### src/rtl/vctl_filter.sv
module vctl_filter #(
  parameter int WIN     = 130,
  parameter int FAST_BUD = 2,
  parameter int VS_BUD  = 1,
  parameter int MINW    = 3,
  parameter int VS_HOLD = 130
) (
  input  logic clk,
  input  logic rst,
  input  logic flt_en,
  input  logic de_i,
  input  logic hs_i,
  input  logic vs_i,
  output logic de_o,
  output logic hs_o,
  output logic vs_o
);
  localparam int WW = $clog2(WIN + 1);
  localparam int TW = $clog2(FAST_BUD + VS_BUD + 1);
  localparam int HW = $clog2(VS_HOLD + 1);

  logic [2:0] raw, prop, outq;
  assign raw = {vs_i, hs_i, de_i};

  for (genvar i = 0; i < 2; i++) begin : g_fast
    logic [MINW-1:0] sr;
    always_ff @(posedge clk) begin
      if (rst) sr <= '0;
      else     sr <= {sr[MINW-2:0], raw[i]};
    end
    assign prop[i] = !flt_en ? sr[MINW-1] :
                     (&sr)   ? 1'b1 :
                     (~|sr)  ? 1'b0 : outq[i];
  end

  logic          vs_q;
  logic [HW-1:0] vs_run;
  always_ff @(posedge clk) begin
    if (rst) begin
      vs_q   <= 1'b0;
      vs_run <= '0;
    end else begin
      vs_q <= vs_i;
      if (vs_i != vs_q)               vs_run <= HW'(1);
      else if (vs_run < HW'(VS_HOLD)) vs_run <= vs_run + 1'b1;
    end
  end
  assign prop[2] = (vs_run >= HW'(VS_HOLD)) ? vs_q : outq[2];

  for (genvar i = 0; i < 3; i++) begin : g_bud
    localparam int BUD = (i == 2) ? VS_BUD : FAST_BUD;
    logic [WW-1:0] win;
    logic [TW-1:0] tr;
    logic          expired, accept;
    assign expired = (win == WW'(WIN));
    assign accept  = (prop[i] != outq[i]) && (expired || tr < TW'(BUD));
    always_ff @(posedge clk) begin
      if (rst) begin
        win     <= WW'(WIN);
        tr      <= '0;
        outq[i] <= 1'b0;
      end else if (accept) begin
        win     <= WW'(1);
        tr      <= expired ? TW'(1) : tr + 1'b1;
        outq[i] <= prop[i];
      end else if (!expired) begin
        win <= win + 1'b1;
      end
    end
  end

  assign de_o = outq[0];
  assign hs_o = outq[1];
  assign vs_o = outq[2];
endmodule

### config.mk
export PLATFORM = sky130hd
export DESIGN_NAME = vctl_filter
export DESIGN_NICKNAME = d
export VERILOG_FILES = /design/src/rtl/vctl_filter.sv
export SDC_FILE = /design/constraint.sdc
export NUM_CORES = 1
export LEC_CHECK = 0
export ABC_AREA = 0
export CAP_MARGIN = 20
export CORE_UTILIZATION = 55
export DETAILED_ROUTE_END_ITERATION = 7
export PLACE_DENSITY_LB_ADDON = 0.1
export SYNTH_ARGS = -nofsm -noshare
export SYNTH_HDL_FRONTEND = slang
export SYNTH_SLANG_ARGS = --single-unit
### constraint.sdc
create_clock -name clk -period 2.65 [get_ports clk]
set_input_delay 0.3975 -clock clk [delete_from_list [all_inputs] [get_ports clk]]
set_output_delay 0.3975 -clock clk [all_outputs]
set_load 0.005 [all_outputs]
==> out/qor.yml <==
synth_fa_ha_area_frac: 0.0503
dominant_combinational_cell_family_by_area_after_synthesis: "simple AND/OR/NAND/NOR gates"
criticalPathCategory: "flip-flop to flip-flop"
multi_input_comb_area_um2: 1220
finalPower_w: 0.00191
finalInstanceArea_um2: 2490
min-delay-path-class: "flip-flop to flip-flop"
timing.reg2reg.setup_slack_ns: 0.63
chipHeight_um: 65.8
layout.nets: 266
worstPathBufferInverterCount: 1
gp_congestion: 0.843
ys_ff_latch: 48
synth.yosys.seq_area_share: 0.429
unrepaired_setup_endpoints_after_global_routing: "no"
count_of_flip_flops_with_a_built_in_enable_after_synthesis: 0
synth_area_per_cell_um2: 9.44
cp_slowest_stage_delay_ns: 0.49
drcViolationCount: 0
drt_pass1_iterations: 4
dpl_cell_area_um2: 2380
gr-usage-all-layers: 0.206
cts.sinks: 48
start_kind: "flip-flop"
first_global_vias: 1549
number_of_vias_in_the_routed_layout: 1695
global_route_wire_length_before_repair_mm: 6.76
timing.critical_path.fanout_max: 10
cts.path.max_buffers: 2
num_rows: 22
final_antenna_net_count: 0
synth_top_cell_area_share: 0.429
antenna_found_initial: 0
finalSetupViolations: 0
worst-slew-pin-transition_ns: 0.642
ys_warn_count: 0
compound_cell_area_share_of_the_yosys_netlist: 0.168
timing.setup.tns_ns: 0
mappedNetlistNets: 252
layout_worst_path_cycle_share: 0.762
synth.distinct_cells: 46
n_fill_cell: 314
cp_top_family: "simple AND/OR/NAND/NOR gates"
power.density_nw_per_um2: 767
share_of_synthesized_area_spent_on_multiplexers: 0.00894
post_detail_place_hpwl_mm: 2.73
route.detailed.vias_per_inst: 5.65
report.final.hold_viol_count: 0
n_antenna_cell: 0
crit_end_category: "flip-flop"
drt_iter0_drc: 81
final_wl_mm: 3.79
core_utilization_of_the_finished_layout: 0.661
clock_latency_on_the_worst_skew_pair_ns: 0.30
area_delta_synth_final_pct: 11.4
maxSlewHeadroom: 0.568
yosys.area_share.xor_xnor: 0.0900
postCtsHoldBufs: 0
power_leakage_nw: 0.918
async_s_r_ff_share_synth: 0
power_frac_seq: 0.464
cts_post_setup_buffers_inserted: 0
initial_utilization: 0.594
critical_path_required_ns: 2.88
synth_cells: 237
final_period_minus_worst_setup_slack_ns: 2.02
drive_above_1_share: 0.0675
cts_tree: "yes"
synth_simple_gate_area_share: 0.230
placement.setup.worst_slack_ns: 0.582
power_frac_comb: 0.262
vdd.ir_drop.worst_mv: 0.481
post_cts_resize_count: 0
power_frac_clock: 0.274
cts-buffers-inserted: 5
cts_root_buffer: "sky130_fd_sc_hd__clkbuf_8"
io_pins: 9
clock-skew-final_ns: 0.00766
power.switching_fraction: 0.318
die_outline_width_um: 65.8
synth_top_area_cell: "sky130_fd_sc_hd__dfxtp_1"
cp_slowest_cell: "sky130_fd_sc_hd__nor4b_4"
io_buffers: 8
intPower_w: 0.00130
synth_top_flop_cell: "sky130_fd_sc_hd__dfxtp_1"
worst-endpoint-arrival_ns: 2.25
critical_path.cell_chain: "inv_1, ha_1, or4b_4, nor4b_4, o21bai_2, a221oi_2"
final_max_slew_viol_count: 0
p_switching_w: 0.000609
clk_pin_slew_ns: 0.09
max_freq_ghz: 0.495
synth.area.top_cells: "sky130_fd_sc_hd__dfxtp_1, sky130_fd_sc_hd__xor2_1, sky130_fd_sc_hd__ha_1"
worst_case_setup_margin_in_the_final_layout_ns: 0.632
grt_start_max_net_pins: 16
core-area_um2: 3770
mappedNetlistArea_um2: 2240
design.die.area_um2: 4330
htreeDepth: 2
max_cap_violations: 0
sequential_cell_area_um2: 961
wl_per_cell_um: 12.6
outcome: "completed"
grt_overflow_total: 0
-- kinds of logic after synthesis --
family,after synthesis
and+or+nand+nor,92
xor gates and xnor gates,23
adders and majority gates,9
buffers and inverters,14
muxes,2
AOI/OAI and AO/OA,49
DFF,48
-- through the flow --
stage,hold slack (ns),cells
after global routing,0.483,300
after CTS,0.475,300
after floorplan,0.456,237
after detailed placement,0.473,292
after global placement,0.474,292
final,0.478,300
-- synth_stat cells, types with 4 or more instances --
cell,n
sky130_fd_sc_hd__a211oi_1,4
sky130_fd_sc_hd__a21boi_0,4
sky130_fd_sc_hd__a21oi_1,6
sky130_fd_sc_hd__and3_1,7
sky130_fd_sc_hd__dfxtp_1,48
sky130_fd_sc_hd__ha_1,9
sky130_fd_sc_hd__inv_1,11
sky130_fd_sc_hd__nand2_1,7
sky130_fd_sc_hd__nand2b_1,4
sky130_fd_sc_hd__nand3_1,17
sky130_fd_sc_hd__nor2_1,27
sky130_fd_sc_hd__nor2b_1,8
sky130_fd_sc_hd__nor3_1,4
sky130_fd_sc_hd__nor4_1,4
sky130_fd_sc_hd__o21a_1,6
sky130_fd_sc_hd__o21ai_0,6
sky130_fd_sc_hd__xnor2_1,6
sky130_fd_sc_hd__xor2_1,17
-- worst reg2reg max path, delay by kind of cell, from the launching register on --
family	cells	cell delay [ns]
AO/OA/AOI/OAI	2	0.42
adder cells (fa/ha/maj)	1	0.14
buffers and inverters	1	0.09
flip-flops	1	0.33
AND/OR/NAND/NOR	2	0.95
-- per-layer routing --
layer	part of all wire	vias up	routed length, um	GRT usage
li1	-	881	-	-
met1	0.52	787	1980	0.266
met2	0.43	20	1620	0.309
met3	0.033	7	124	0.0655
met4	0.019	0	72	0.0978
met5	0	-	0	0
-- power groups by stage --
stage | Clock (W) | Sequential [W] | Combinational, W
6_report | 0.000524 | 0.000887 | 0.000502
5_1_grt | 0.000572 | 0.000898 | 0.000569
4_1_cts | 0.000545 | 0.000885 | 0.000505
3_5_place_dp | 0 | 0.000902 | 0.000502
3_3_place_gp | 0 | 0.000901 | 0.000498
2_1_floorplan | 0 | 0.000877 | 0.000411
-- final timing paths --
path,start,end,depth (start not counted)
min,g_fast[1].sr[1],g_fast[1].sr[2],1
max reg2reg,g_bud[2].win[0],g_bud[2].tr[0],6
min reg2reg,g_fast[1].sr[1],g_fast[1].sr[2],1
max,g_bud[2].win[0],g_bud[2].tr[0],6
-- state kept, by name (all words and copies together) (netlist names) --
name       cells
de_o           1
g_bud.tr       6
g_bud.win     24
g_fast.sr      6
hs_o           1
vs_o           1
vs_q           1
vs_run         8
-- cell usage in the layout (no fill, tap or decap), types with 7 or more instances in the layout --
cell	instances
sky130_fd_sc_hd__dfxtp_1	48
sky130_fd_sc_hd__nor2_1	27
sky130_fd_sc_hd__nand3_1	17
sky130_fd_sc_hd__xor2_1	17
sky130_fd_sc_hd__inv_1	11
sky130_fd_sc_hd__ha_1	9
sky130_fd_sc_hd__nor2b_1	8
sky130_fd_sc_hd__clkdlybuf4s50_1	8
sky130_fd_sc_hd__and3_1	7
sky130_fd_sc_hd__nand2_1	7
-- final cells by class --
class	instances	area share
Multi-Input combinational cell	175	0.491
Sequential cell	48	0.385
Timing Repair Buffer	10	0.0381
Clock buffer	5	0.0276
Tap cell	48	0.0241
Clock inverter	3	0.0171
Inverter	11	0.0166
No activity file was read; power rests on OpenSTA's default activity.
